`config.mk`:
```
export PLATFORM = sky130hd
export DESIGN_NAME = adc_sar_sequencer
export DESIGN_NICKNAME = d
export VERILOG_FILES = /design/src/rtl/adc_seq_pkg.sv /design/src/rtl/adc_seq_edges.sv /design/src/rtl/adc_seq_decode.sv /design/src/rtl/adc_seq_core.sv /design/src/rtl/adc_sar_sequencer.sv
export SDC_FILE = /design/constraint.sdc
export NUM_CORES = 1
export LEC_CHECK = 0
export ABC_CLOCK_PERIOD_IN_PS = 2100
export BUFFER_PORTS_ARGS = -buffer_cell sky130_fd_sc_hd__buf_2
export CAP_MARGIN = 5
export CELL_PAD_IN_SITES_DETAIL_PLACEMENT = 0
export CELL_PAD_IN_SITES_GLOBAL_PLACEMENT = 1
export CORE_ASPECT_RATIO = 1.5
export CORE_UTILIZATION = 43
export DETAILED_ROUTE_END_ITERATION = 7
export PLACE_DENSITY_LB_ADDON = 0.3
export SLEW_MARGIN = 15
export SYNTH_ARGS = -nofsm -noshare
export SYNTH_HDL_FRONTEND = slang
export SYNTH_SLANG_ARGS = --single-unit
```
`constraint.sdc`:
```
create_clock -name clk -period 2.1 [get_ports clk]
set_input_delay 0.105 -clock clk [delete_from_list [all_inputs] [get_ports clk]]
set_output_delay 0.105 -clock clk [all_outputs]
set_load 0.01 [all_outputs]
```
`src/rtl/adc_seq_pkg.sv`:
```
package adc_seq_pkg;
  typedef enum logic [2:0] {
    ST_IDLE,
    ST_HUNT,
    ST_ADDR,
    ST_SETTLE,
    ST_CONV,
    ST_LAST,
    ST_OUT
  } seq_state_t;
endpackage

```
`src/rtl/adc_seq_edges.sv`:
```
// Turns the host's serial pins into single-cycle edge events and detects
// the clear condition (chip select high with serial clock high).
module adc_seq_edges #(
  parameter int RST_CYC = 3
) (
  input  logic clk,
  input  logic rst_n,
  input  logic cs_n,
  input  logic sclk,
  output logic sclk_rise,
  output logic sclk_fall,
  output logic cs_fall,
  output logic clear
);
  localparam int CW = $clog2(RST_CYC + 1);

  logic          sclk_q, cs_q;
  logic [CW-1:0] hold_cnt_q, hold_cnt_n;
  logic          hold_cond;

  assign hold_cond = cs_n && sclk;

  always_comb begin
    hold_cnt_n = hold_cnt_q;
    if (!hold_cond)
      hold_cnt_n = '0;
    else if (hold_cnt_q != CW'(RST_CYC))
      hold_cnt_n = hold_cnt_q + 1'b1;
  end

  always_ff @(posedge clk or negedge rst_n) begin
    if (!rst_n) begin
      sclk_q     <= 1'b0;
      cs_q       <= 1'b1;
      hold_cnt_q <= '0;
    end else begin
      sclk_q     <= sclk;
      cs_q       <= cs_n;
      hold_cnt_q <= hold_cnt_n;
    end
  end

  assign sclk_rise = !cs_n && sclk && !sclk_q;
  assign sclk_fall = !cs_n && !sclk && sclk_q;
  assign cs_fall   = !cs_n && cs_q;
  assign clear     = hold_cond && (hold_cnt_q == CW'(RST_CYC - 1));
endmodule

```
`src/rtl/adc_seq_decode.sv`:
```
// Channel-assignment decode: addr = {mode, polarity, select}.
module adc_seq_decode #(
  parameter int NCH = 8
) (
  input  logic [$clog2(NCH):0] addr,
  input  logic                 valid,
  output logic [NCH-1:0]       pos_sel,
  output logic [NCH-1:0]       neg_sel,
  output logic                 neg_com
);
  localparam int CHW  = $clog2(NCH);
  localparam int SELW = CHW - 1;

  logic            single_ended;
  logic            polarity;
  logic [SELW-1:0] pair;
  logic [CHW-1:0]  pos_idx, neg_idx;

  assign single_ended = addr[CHW];
  assign polarity     = addr[SELW];
  assign pair         = addr[SELW-1:0];
  assign pos_idx      = {pair, polarity};
  assign neg_idx      = {pair, ~polarity};
  assign neg_com      = valid && single_ended;

  for (genvar i = 0; i < NCH; i++) begin : g_chan
    assign pos_sel[i] = valid && (pos_idx == CHW'(i));
    assign neg_sel[i] = valid && !single_ended && (neg_idx == CHW'(i));
  end
endmodule

```
`src/rtl/adc_seq_core.sv`:
```
// Successive-approximation trial register with a one-hot bit pointer.
module adc_seq_core #(
  parameter int W = 8
) (
  input  logic         clk,
  input  logic         rst_n,
  input  logic         clear,
  input  logic         load,
  input  logic         step,
  input  logic         cmp_hi,
  output logic [W-1:0] trial,
  output logic         last
);
  logic [W-1:0] trial_q, trial_n, mask_q, mask_n;

  always_comb begin
    trial_n = trial_q;
    mask_n  = mask_q;
    if (clear) begin
      trial_n = '0;
      mask_n  = '0;
    end else if (load) begin
      trial_n = {1'b1, {(W-1){1'b0}}};
      mask_n  = {1'b1, {(W-1){1'b0}}};
    end else if (step) begin
      trial_n = (trial_q & ~mask_q) | (cmp_hi ? mask_q : '0) | (mask_q >> 1);
      mask_n  = mask_q >> 1;
    end
  end

  always_ff @(posedge clk or negedge rst_n) begin
    if (!rst_n) begin
      trial_q <= '0;
      mask_q  <= '0;
    end else begin
      trial_q <= trial_n;
      mask_q  <= mask_n;
    end
  end

  assign trial = trial_q;
  assign last  = mask_q[0];
endmodule

```
`src/rtl/adc_sar_sequencer.sv`:
```
module adc_sar_sequencer #(
  parameter int W          = 8,
  parameter int NCH        = 8,
  parameter int RST_CYC    = 3,
  parameter bit AUTO_SHIFT = 1'b0
) (
  input  logic           clk,
  input  logic           rst_n,
  input  logic           cs_n,
  input  logic           sclk,
  input  logic           din,
  input  logic           shift_en,
  input  logic           cmp_hi,
  output logic           dout,
  output logic           dout_oe,
  output logic           busy,
  output logic [W-1:0]   trial,
  output logic [NCH-1:0] pos_sel,
  output logic [NCH-1:0] neg_sel,
  output logic           neg_com
);
  import adc_seq_pkg::*;

  localparam int ADDR_W = $clog2(NCH) + 1;
  localparam int ACW    = $clog2(ADDR_W);

  seq_state_t        st_q, st_n;
  logic [ADDR_W-1:0] addr_q, addr_n;
  logic [ACW-1:0]    acnt_q, acnt_n;
  logic              dout_q, dout_n;
  logic [W-1:0]      osr_q, osr_n;
  logic              sclk_rise, sclk_fall, cs_fall, clear;
  logic              load, step, last, shift_go, sel_valid;

  adc_seq_edges #(.RST_CYC(RST_CYC)) u_edges (
    .clk(clk), .rst_n(rst_n), .cs_n(cs_n), .sclk(sclk),
    .sclk_rise(sclk_rise), .sclk_fall(sclk_fall),
    .cs_fall(cs_fall), .clear(clear)
  );

  adc_seq_core #(.W(W)) u_core (
    .clk(clk), .rst_n(rst_n), .clear(clear), .load(load), .step(step),
    .cmp_hi(cmp_hi), .trial(trial), .last(last)
  );

  adc_seq_decode #(.NCH(NCH)) u_decode (
    .addr(addr_q), .valid(sel_valid),
    .pos_sel(pos_sel), .neg_sel(neg_sel), .neg_com(neg_com)
  );

  if (AUTO_SHIFT) begin : g_auto
    assign shift_go = 1'b1;
  end else begin : g_gated
    assign shift_go = !shift_en;
  end

  always_comb begin
    st_n   = st_q;
    addr_n = addr_q;
    acnt_n = acnt_q;
    dout_n = dout_q;
    osr_n  = osr_q;
    load   = 1'b0;
    step   = 1'b0;
    case (st_q)
      ST_IDLE:   if (cs_fall) st_n = ST_HUNT;
      ST_HUNT:   if (sclk_rise && din) begin
                   st_n   = ST_ADDR;
                   acnt_n = '0;
                 end
      ST_ADDR:   if (sclk_rise) begin
                   addr_n = {addr_q[ADDR_W-2:0], din};
                   acnt_n = acnt_q + 1'b1;
                   if (acnt_q == ACW'(ADDR_W - 1)) st_n = ST_SETTLE;
                 end
      ST_SETTLE: if (sclk_fall) begin
                   load   = 1'b1;
                   dout_n = 1'b0;
                   st_n   = ST_CONV;
                 end
      ST_CONV:   if (sclk_fall) begin
                   step   = 1'b1;
                   dout_n = cmp_hi;
                   if (last) st_n = ST_LAST;
                 end
      ST_LAST:   if (sclk_rise) begin
                   osr_n = trial;
                   st_n  = ST_OUT;
                 end
      ST_OUT:    if (sclk_fall && shift_go) osr_n = osr_q >> 1;
      default:   st_n = ST_IDLE;
    endcase
    if (clear) begin
      st_n   = ST_IDLE;
      addr_n = '0;
      acnt_n = '0;
      dout_n = 1'b0;
      osr_n  = '0;
    end
  end

  always_ff @(posedge clk or negedge rst_n) begin
    if (!rst_n) begin
      st_q   <= ST_IDLE;
      addr_q <= '0;
      acnt_q <= '0;
      dout_q <= 1'b0;
      osr_q  <= '0;
    end else begin
      st_q   <= st_n;
      addr_q <= addr_n;
      acnt_q <= acnt_n;
      dout_q <= dout_n;
      osr_q  <= osr_n;
    end
  end

  assign busy      = (st_q == ST_CONV) || (st_q == ST_LAST);
  assign sel_valid = busy || (st_q == ST_SETTLE) || (st_q == ST_OUT);
  assign dout_oe   = !cs_n && (busy || (st_q == ST_OUT));
  assign dout      = dout_oe && ((st_q == ST_OUT) ? osr_q[0] : dout_q);
endmodule

```
* Word-level counts from Yosys, hierarchy flattened
Index checks and enable logic that the tools add are counted.
Word-level totals: output and inout bits 28, flip-flop bits (word level) 38, bits of input ports 7, word-level logic and storage cells 141
Operators by class: bitwise operators 5, mux-type cells 38, equal/unequal tests 34, reductions and logical operators 52, add/subtract/negate cells 2
Operators with widths (count):
- $mux W8 | 10
- $eq A3 B3 Y1 const B | 11
- $logic_and A1 B1 Y1 | 29
- $mux W3 | 9
- $ne A3 B3 Y1 const B | 8
- $pmux W3 S7 | 1
- $eq A3 B2 Y1 const B | 6
- $pmux W8 S2 | 1
- $mux W4 | 3
- $reduce_bool A3 Y1 | 4
- $mux W2 | 5
- $eq A3 B1 Y1 const B | 3
- $logic_not A3 Y1 | 3
- $reduce_and A3 Y1 | 3
- $reduce_and A9 Y1 | 1
- $and A8 B8 Y8 | 1
- $not A8 Y8 | 1
- $or A8 B7 Y8 | 1
- $or A8 B8 Y8 | 1
- $mux W1 | 7
- $ne A2 B2 Y1 const B | 3
- $logic_not A1 Y1 | 5
- $add A2 B1 Y2 const B | 2
- $eq A2 B2 Y1 const B | 2
- 7 further kinds | 11

* Depth between registers and ports, before layout
Gate-level depths: netlist (run 1).
depth in word-level cells 8, mapped depth 8, gate-level depth less buffers 6

* Hierarchy
A second synthesis (run 1) with hierarchy kept.
Unflattened totals: cells, all modules 229, area total of the unflattened synthesis 2135.8 um^2
By module, submodules not included:
- adc_sar_sequencer | times used 1, seq. area each 450.4 um^2, cells each 123, area each 1101.1 um^2
- adc_seq_core | times used 1, seq. area each 400.4 um^2, cells each 65, area each 719.4 um^2
- adc_seq_edges | times used 1, seq. area each 101.3 um^2, cells each 17, area each 192.7 um^2
- adc_seq_decode | times used 1, seq. area each 0.0 um^2, cells each 24, area each 122.6 um^2

* Worst setup path before layout (run 1)
Ideal clock, no wire load.
kind register to output, from register st_q[1], to output port neg_sel[1], path slack 374 ps, required time 1995 ps, stages on the path, launching flop included 7, arrival time 1621 ps, buffers on the path 2, cells stage by stage dfrtp_1 > buf_4 > a21bo_2 > nor2b_1 > or2_1 > clkbuf_1 > nor4_1
On the way: cells in the longest elaborated chain, start to end 6, elaborated cells on any way between the ends 9, classes of those cells eq/ne: 4; reduce/logical: 5
Ends and longest elaborated chain:
- start: declaration | RTL line adc_sar_sequencer.sv:27 | seq_state_t st_q, st_n;
- start signal: assignment | RTL line adc_sar_sequencer.sv:110 | st_q <= st_n;
- $eq A3 B3 Y1 | RTL line adc_sar_sequencer.sv:118 | assign busy = (st_q == ST_CONV) || (st_q == ST_LAST);
- $logic_or A1 B1 Y1 | RTL line adc_sar_sequencer.sv:118
- $logic_or A1 B1 Y1 | RTL line adc_sar_sequencer.sv:119 | assign sel_valid = busy || (st_q == ST_SETTLE) || (st_q == ST_OUT);
- $logic_or A1 B1 Y1 (*) | RTL line adc_sar_sequencer.sv:119
- $logic_and A1 B1 Y1 (*) (2 in a row) | RTL line adc_seq_decode.sv:28 | assign neg_sel[i] = valid && !single_ended && (neg_idx == CHW'(i));
- end: declaration | RTL line adc_sar_sequencer.sv:19 | output logic [NCH-1:0] neg_sel,
Mark *: on every way between the ends. The rest lies on a longest branch, timed or not.

* Worst setup path in the final report (run 1)
from register st_q[0], to output port neg_sel[1]
The elaborated chain is that of the path after synthesis.

==> results.sh, run 1 <==
export IMPL_vias=1810
export IMPL_timing_rr_end="osr_q[3]"
export IMPL_max_cap_violations=0
export IMPL_drc=0
export IMPL_fin_tns_setup_ps=0
export IMPL_yosysMostFrequentCell="dfrtp_1"
export IMPL_antenna_found_initial=0
export IMPL_die_area_sq_um=5410
export IMPL_run_status="finished clean"
export IMPL_powerDensity_nw_per_um2=969
export IMPL_rsz0062_at_grt="no"
export IMPL_wl_per_cell_microns=15.2
export IMPL_port_buffers=34
export IMPL_place_hpwl_microns=3450
export IMPL_synth_distinct_cells=48
export IMPL_synth_seq_cells=38
export IMPL_grt_pass1_vias=1659
export IMPL_num_nets_final=271
export IMPL_cts_sinks=38
export IMPL_synth_area_sq_um=2200
export IMPL_startpoint_type="register"
export IMPL_dp_worst_setup_slack_ps=202
export IMPL_grt_pass1_wl_microns=7900
export IMPL_finish_utilization_pct=51.8
export IMPL_synthFlopType="dfrtp_1"
export IMPL_skew_ps=5.88
export IMPL_rows=31
export IMPL_synthCells=229
export IMPL_first_pass_iters=4
export IMPL_leakage_uw=0.00116
export IMPL_drive_gt1_share_pct=29.0
export IMPL_hold_path_end="u_edges.cs_q"
export IMPL_htree_levels=2
export IMPL_numCtsBuffers=5
export IMPL_cts_tree="yes"
export IMPL_num_antenna_cells=0
export IMPL_hold_path_cell_count=1
export IMPL_drt_wl_total_microns=4990
export IMPL_end_kind="primary output"
export IMPL_ys_seq_area_share_pct=43.3
export IMPL_max_slew_margin_pct=42.1
export IMPL_die_y_microns=89.6
export IMPL_ys_warn_count=0
export IMPL_grt_max_degree=39
export IMPL_path_max_fanout=12
export IMPL_ant_nets=0
export IMPL_synth_nets=239
export IMPL_path_clk_slew_ps=80
export IMPL_ios=35
export IMPL_drv_slew=0
export IMPL_netlist_top_cells_count="dfrtp_1 (37), a21oi_1 (25), nand2_1 (21)"
export IMPL_synth_async_reset_ratio_pct=100
export IMPL_nFillCells=492
export IMPL_yosys_area_top_type="dfrtp_1"
export IMPL_period_needed_ps=1960
export IMPL_drt_iter0_drc=67
export IMPL_period_share_pct=93.5
export IMPL_r2r_slack_ps=230
export IMPL_start_util_pct=45.0
export IMPL_clkLatencyLatePin_ps=290
export IMPL_hold_violations=0
export IMPL_grtUsageTotal_pct=19.5
export IMPL_path_class="reg -> out"
export IMPL_finalSetupViolCount=0
export IMPL_via_per_inst=5.52
export IMPL_cp_arrival_ps=1860
export IMPL_place_gp_congestion=0.863
export IMPL_synth_top_cell_area_share_pct=42.1
export IMPL_layout_setup_ws_ps=137
export IMPL_core_area_sq_um=4890
export IMPL_die_x_microns=60.4
export IMPL_root_buffer="clkbuf_8"
export IMPL_tightest_slew_ps=869
export IMPL_clockBufferDepth=2
export IMPL_synth_edff_count=0
export IMPL_r2r_start="st_q[1]"
export IMPL_hold_class="in -> reg"
export IMPL_syn_to_final_growth_pct=15.1
export IMPL_clock_fmax_mhz=509
export IMPL_grt_overflow=0
export IMPL_avgSynthCellArea_sq_um=9.61
export IMPL_ir_drop_mv=0.382
export IMPL_synth_area_top_cells="dfrtp_1 (42%), a21oi_1 (5.7%), o2bb2ai_1 (5.2%)"
export IMPL_min_delay_start="cs_n"
export IMPL_reg2regPathDepth=5
export IMPL_worstPathRequired_ps=2000
==> registers in the layout, indices dropped and copies added (netlist names) <==
| name | count |
|---|---|
| acnt_q | 2 |
| addr_q | 4 |
| dout_q | 1 |
| osr_q | 8 |
| st_q | 3 |
| u_core.mask_q | 8 |
| u_core.trial | 8 |
| u_edges.cs_q | 1 |
| u_edges.hold_cnt_q | 2 |
| u_edges.sclk_q | 1 |
==> cells by family (layout without fill, tap and decap cells) <==
logic type	Yosys count	count (layout)	synth area share [%]
XOR/XNOR	1	1	0.398
flip-flops	38	38	43.3
adder cells (fa/ha/maj)	3	3	1.71
multiplexers	9	9	4.55
buffers and inverters	29	62	6.31
AND/OR/NAND/NOR	87	87	22.1
AO/OA/AOI/OAI	62	62	21.7
==> metrics by stage <==
stage          hold slack, ps  cells  power [uW]  instance area (sq um)
6_report                 24.4    328        2450                   2530
5_1_grt                  22.2    328        2610                   2530
4_1_cts                  22.4    323        2400                   2490
3_5_place_dp              268    314        1870                   2390
3_3_place_gp              274    314        1860                   2390
2_1_floorplan            -191    229        1670                   2200
==> final cells by class <==
class	instances	area, sq um	area share [%]
inverters	9	33.8	1.33
clock inverters	2	12.5	0.494
well taps	66	82.6	3.26
repair buffers	45	255	10.1
flip-flops and latches	38	956	37.7
clock buffers	6	82.6	3.26
multi-input cells	162	1110	43.9
==> power by group <==
group | switching, uW | internal, uW
combinational | 496 | 423
sequential | 156 | 851
clock | 264 | 264
total | 916 | 1540
==> metal layers <==
metal	vias to the layer above	GRT usage, %	routed length [microns]
met3	8	3.01	133
met4	0	6.82	74
li1	883	-	-
met5	-	0	0
met2	39	35.2	2620
met1	880	23.2	2170
==> worst max-delay path by stage <==
| stage | from | end | slack, ps | cells after the start |
|---|---|---|---|---|
| after global routing | st_q[0] | neg_sel[7] | 4 | 5 |
| final | st_q[0] | neg_sel[1] | 140 | 5 |
| after global placement | st_q[1] | neg_sel[1] | 210 | 5 |
| after detailed placement | st_q[1] | neg_sel[7] | 200 | 5 |
| after CTS | st_q[2] | neg_sel[7] | 70 | 5 |
| after floorplan | st_q[1] | neg_sel[1] | 370 | 6 |
==> critical path: stages (launching register included) <==
cell     delay, ps
dfrtp_2        500
a21bo_2        250
nor2b_1        150
or2_1          310
nor4_1         180
buf_2          170
==> layout by cell type, fill, tap and decap left out, drive strengths merged, types with 2 or more instances in the layout <==
master   netlist  final
a2111oi        2      2
nand2b         5      5
mux2           8      8
ha             3      3
o21ai          3      3
o211ai         2      2
nor2b          7      7
nand3b         2      2
o22ai          2      2
and2           2      2
a21oi         25     25
nor3          10     10
nand2         21     21
a31oi          2      2
buf           11     44
dfrtp         37     37
a22o           7      7
nor4           3      3
clkbuf         9      6
nor2          12     12
o2bb2ai       13     13
nand3         15     15
and3           2      2
inv            9      9
nor3b          5      5
==> timing repair <==
action,4_1_cts,5_1_grt
setup buffers,0,5
setup endpoints to repair,13,7
gates resized for setup,3,1
hold buffers,1,0
hold endpoints to repair,37,0
Power figures use the tool's default switching activity.
==> run 2: changes to the inputs <==
Settings changed: ABC_CLOCK_PERIOD_IN_PS 2100 to 1600, CORE_UTILIZATION 43 to 39.
Clock period 2.1 ns to 1.6 ns, I/O delays scaled along.
==> results.sh, run 2 (synthesis gave the netlist of run 1 again) <==
export IMPL_fin_tns_setup_ps=-6650
export IMPL_ios=35
export IMPL_die_area_sq_um=5950
export IMPL_whs_ps=71.7
export IMPL_wl_per_cell_microns=16.0
export IMPL_port_buffers=34
export IMPL_die_y_microns=94.0
export IMPL_start_util_pct=40.4
export IMPL_core_area_sq_um=5450
export IMPL_drt_wl_total_microns=5920
export IMPL_leakage_uw=0.00149
export IMPL_syn_to_final_growth_pct=45.6
export IMPL_grtUsageTotal_pct=21.2
export IMPL_layout_setup_ws_ps=-248
export IMPL_cp_depth=7
export IMPL_max_stage_delay_ps=390
export IMPL_period_share_pct=115
export IMPL_finalSetupViolCount=43
export IMPL_rsz0062_at_grt="yes"
export IMPL_via_per_inst=5.38
export IMPL_grt_max_degree=23
export IMPL_period_needed_ps=1850
export IMPL_hold_path_cell_count=3
export IMPL_grt_overflow=0
export IMPL_drc=0
export IMPL_reg2regPathDepth=7
export IMPL_hold_class="in -> reg"
export IMPL_final_common_cell="dfrtp_1"
export IMPL_drt_iter0_drc=100
export IMPL_die_x_microns=63.3
export IMPL_grt_pass1_vias=2035
export IMPL_worstPathRequired_ps=1520
export IMPL_cp_arrival_ps=1770
export IMPL_root_buffer="clkbuf_8"
export IMPL_first_pass_iters=4
export IMPL_cp_cell_sequence="buf_6, a21bo_4, nor2b_4, buf_6, nand2b_4, nor3_1, buf_2"
export IMPL_antenna_found_initial=0
export IMPL_clockBufferDepth=2
export IMPL_place_hpwl_microns=3940
export IMPL_r2r_slack_ps=-170
export IMPL_cellInternalPower_uw=2810
export IMPL_violations="setup timing"
export IMPL_combPwrFrac_pct=50.8
export IMPL_ir_drop_mv=0.757
export IMPL_skew_ps=5.59
export IMPL_cpMaxStageDelayCell="dfrtp_1"
export IMPL_rows=33
export IMPL_cts_sinks=38
export IMPL_place_gp_congestion=0.791
export IMPL_fin_area_sq_um=3200
export IMPL_placedInstanceArea_sq_um=2640
export IMPL_switching_share_pct=35.7
export IMPL_timing_rr_end="osr_q[7]"
export IMPL_vias=1989
export IMPL_clockPowerShare_pct=19.5
export IMPL_numCtsBuffers=5
export IMPL_cts_tree="yes"
export IMPL_tightest_slew_ps=481
export IMPL_max_slew_margin_pct=67.9
export IMPL_htree_levels=2
export IMPL_r2r_start="st_q[1]"
export IMPL_crit_path_frequent_cell="buf_6"
export IMPL_num_antenna_cells=0
export IMPL_critPathBufInv=3
export IMPL_path_clk_slew_ps=70
export IMPL_startpoint_type="register"
export IMPL_pwr_share_seq_pct=29.7
export IMPL_drive_gt1_share_pct=48.7
export IMPL_hold_path_end="addr_q[0]"
export IMPL_powerDensity_nw_per_um2=1360
export IMPL_end_kind="primary output"
export IMPL_hold_violations=0
export IMPL_run_status="finished with violations"
export IMPL_grt_pass1_wl_microns=9730
export IMPL_min_delay_start="din"
export IMPL_path_max_fanout=8
export IMPL_num_nets_final=310
export IMPL_ant_nets=0
export IMPL_clock_fmax_mhz=541
export IMPL_p_switching_uw=1560
export IMPL_clkLatencyLatePin_ps=300
export IMPL_crit_family="simple AND/OR/NAND/NOR gates"
export IMPL_layout_common_cells="dfrtp_1 (35), buf_2 (34), buf_4 (29), a21oi_1 (25), nand2_1 (18)"
export IMPL_drv_slew=0
export IMPL_path_class="reg -> out"
export IMPL_max_cap_violations=0
==> run 2: changes by cell type in the layout (fill, tap and decap cells not counted), moves of 5 or more <==
cell and change:
buf_4 +19, buf_6 +16, mux2_2 -8, mux2_4 +8, nor3_1 -9, nor3_2 +8
o2bb2ai_1 -6, o2bb2ai_2 +5
==> run 2: worst max path at each step <==
stage,from,end,slack [ps]
after global placement,st_q[1],neg_sel[5],-50
after global routing,st_q[1],neg_sel[0],-320
after floorplan,st_q[1],neg_sel[3],-60
after CTS,st_q[1],neg_sel[1],-300
final,st_q[1],pos_sel[1],-250
after detailed placement,st_q[0],u_core.trial[4],-120
==> run 2: layer usage <==
metal / up-vias / track usage [%] / part of all wire (%)
li1: 957 / - / -
met5: - / 0 / 0
met3: 11 / 3.40 / 2.5
met4: 0 / 12.7 / 3.0
met2: 41 / 37.0 / 55
met1: 980 / 23.9 / 40
==> run 2: what timing repair did <==
action / 4_1_cts / 5_1_grt
buffers inserted: 11 / 6
setup endpoints to repair: 38 / 49
pin swaps: 25 / 20
endpoints found under the hold margin: 18 / 0
hold buffers: 3 / 0
resized for setup: 32 / 33
gates cloned: 0 / 0
==> run 2: through the flow <==
stage          setup WS (ps)  total power [uW]  utilization (%)  instances
2_1_floorplan          -58.2              2220                -        229
4_1_cts                 -298              4010             55.3        365
3_5_place_dp            -121              2760             48.5        344
6_report                -248              4360             58.8        370
3_3_place_gp           -54.3              2740             48.5        344
5_1_grt                 -325              4610             58.8        370
==> run 2: power by group through the flow <==
stage	clock network (uW)	logic, uW	registers (uW)
finish	851	2220	1300
detailed placement	0	1480	1290
CTS	862	1870	1280
floorplan	0	1000	1220
global route	914	2380	1320
global placement	0	1460	1290
==> run 2: worst register-to-register path: stages (launching register included) <==
cell     delay (ps)
dfrtp_1         390
buf_4           140
buf_6           100
nor2b_1         150
a32o_2          250
a31oi_4         150
buf_12          160
mux2_4          300
==> run 2: layout make-up <==
cell class | count | area, sq um
clock buffer | 6 | 82.6
timing repair buffer | 84 | 638
sequential | 38 | 955
multi-input combinational | 162 | 1380
fill | 497 | 2250
clock inverter | 1 | 30.0
tap | 70 | 87.6
inverter | 9 | 33.8
==> run 3: changes to the inputs <==
Settings changed: CORE_MARGIN from default to 8.
==> results.sh, run 3 (synthesis gave the netlist of run 1 again) <==
export IMPL_run_status="finished with violations"
export IMPL_violations="setup timing"
export IMPL_clockPowerShare_pct=20.4
export IMPL_worstPathRequired_ps=1520
export IMPL_cellInternalPower_uw=2640
export IMPL_powerDensity_nw_per_um2=1360
export IMPL_clkLatencyLatePin_ps=290
export IMPL_root_buffer="clkbuf_8"
export IMPL_ios=35
export IMPL_numCtsBuffers=5
export IMPL_switching_share_pct=35.8
export IMPL_clockBufferDepth=2
export IMPL_finalSetupViolCount=35
export IMPL_place_hpwl_microns=4110
export IMPL_max_stage_delay_ps=410
export IMPL_whs_ps=0.702
export IMPL_layout_setup_ws_ps=-222
export IMPL_period_needed_ps=1820
export IMPL_rows=33
export IMPL_combPwrFrac_pct=48.3
export IMPL_num_nets_final=299
export IMPL_die_x_microns=77.3
export IMPL_multi_input_area_sq_um=1280
export IMPL_drv_slew=0
export IMPL_path_clk_slew_ps=80
export IMPL_p_switching_uw=1470
export IMPL_fin_tns_setup_ps=-4160
export IMPL_path_class="reg -> out"
export IMPL_final_common_cell="dfrtp_1"
export IMPL_ant_nets=0
export IMPL_startpoint_type="register"
export IMPL_die_y_microns=108
export IMPL_drc=0
export IMPL_end_kind="primary output"
export IMPL_via_per_inst=5.41
export IMPL_period_share_pct=114
export IMPL_max_cap_violations=0
export IMPL_drive_gt1_share_pct=42.6
export IMPL_max_slew_margin_pct=72.1
export IMPL_clock_fmax_mhz=549
export IMPL_num_antenna_cells=0
export IMPL_rsz0062_at_grt="yes"
export IMPL_hold_violations=0
export IMPL_cp_arrival_ps=1740
export IMPL_grt_overflow=0
export IMPL_cts_sinks=38
export IMPL_cpMaxStageDelayCell="dfrtp_1"
export IMPL_first_pass_iters=6
export IMPL_port_buffers=34
export IMPL_cp_cell_sequence="buf_6, a21bo_4, nor2b_4, or2_4, nor3_2, buf_2"
export IMPL_grt_max_degree=18
export IMPL_vias=1943
export IMPL_grt_pass1_wl_microns=9890
export IMPL_pwr_share_seq_pct=31.3
export IMPL_grtUsageTotal_pct=14.5
export IMPL_skew_ps=6.16
export IMPL_leakage_uw=0.00141
export IMPL_htree_levels=2
export IMPL_path_max_fanout=8
export IMPL_seq_area_sq_um=955
export IMPL_wl_per_cell_microns=16.3
export IMPL_start_util_pct=40.4
export IMPL_tightest_slew_ps=419
export IMPL_die_area_sq_um=8350
export IMPL_drt_iter0_drc=43
export IMPL_antenna_found_initial=0
export IMPL_ir_drop_mv=0.738
export IMPL_syn_to_final_growth_pct=37.3
export IMPL_core_area_sq_um=5450
export IMPL_nFillCells=505
export IMPL_drt_wl_total_microns=5850
export IMPL_place_gp_congestion=0.818
export IMPL_hold_class="in -> reg"
export IMPL_layout_common_cells="dfrtp_1 (35), buf_2 (34), buf_4 (28), a21oi_1 (25), nand2_1 (20)"
export IMPL_grt_pass1_vias=2071
export IMPL_cts_tree="yes"
-- run 3: changes by cell type in the layout (fill, tap and decap cells not counted), moves of 2 or more --
cell	change
mux2_4	-3
o2bb2ai_2	-4
nor3_2	-2
dlygate4sd3_1	-2
buf_6	-11
nor2_2	-2
nor2_1	+2
nor3_1	+3
nand2_1	+2
o2bb2ai_1	+4
mux2_2	+3
nand2_2	-2
buf_12	+2
-- run 3: final timing paths --
path                           from               endpoint  slack [ps]  cells past startpoint
setup reg to reg            st_q[1]               osr_q[7]        -150                      6
min in group asynchronous     rst_n  u_edges.hold_cnt_q[0]         220                      2
hold reg to reg            osr_q[6]               osr_q[6]         510                      1
setup / recovery            st_q[1]             neg_sel[3]        -220                      6
hold / removal                 sclk         u_edges.sclk_q         0.7                      1
max in group asynchronous     rst_n              addr_q[0]         930                      3
-- run 3: critical path, delay by kind of cell (launching register included) --
| kind | cells | cell delay (ps) |
|---|---|---|
| DFF | 1 | 410 |
| AOI/OAI and AO/OA | 1 | 210 |
| and+or+nand+nor | 3 | 550 |
| buffers and inverters | 2 | 280 |
-- run 3: per-layer routing --
layer	vias to the layer above	routed length [microns]	part of all wire [%]	global-route usage, %
li1	938	-	-	-
met1	941	2280	39	15.5
met2	51	3120	53	26.3
met3	13	288	4.9	3.49
met4	0	165	2.8	6.78
met5	-	0	0	0
-- run 3: layout make-up --
type / count / share of cell area [%]
well taps: 70 / 2.90
inverters: 9 / 1.12
flip-flops and latches: 38 / 31.6
clock inverters: 1 / 0.994
repair buffers: 73 / 18.3
clock buffers: 6 / 2.73
multi-input cells: 162 / 42.4
-- run 3: timing repair --
action | 4_1_cts | 5_1_grt
pin swaps | 6 | 15
buffers inserted | 6 | 4
setup endpoints to repair | 27 | 46
gates cloned | 0 | 1
gates resized for setup | 19 | 16
hold buffers | 1 | 0
endpoints found under the hold margin | 29 | 0
-- run 3: per-stage QoR --
step                cell area, sq um  util (%)  instances  worst slack, ps  power [uW]
floorplan                       2240         -        229            -58.2        2220
global placement                2650      48.7        342            -25.9        2750
detailed placement              2650      48.7        342            -56.1        2770
CTS                             2910      53.5        356             -204        3890
global route                    3020      55.4        359             -305        4360
finish                          3020      55.4        359             -222        4110
-- run 3: power by group through the flow --
stage	clock network, uW	logic [uW]	registers (uW)
global placement	0	1470	1280
global route	900	2140	1310
CTS	859	1770	1270
floorplan	0	1000	1220
detailed placement	0	1480	1290
finish	838	1990	1290
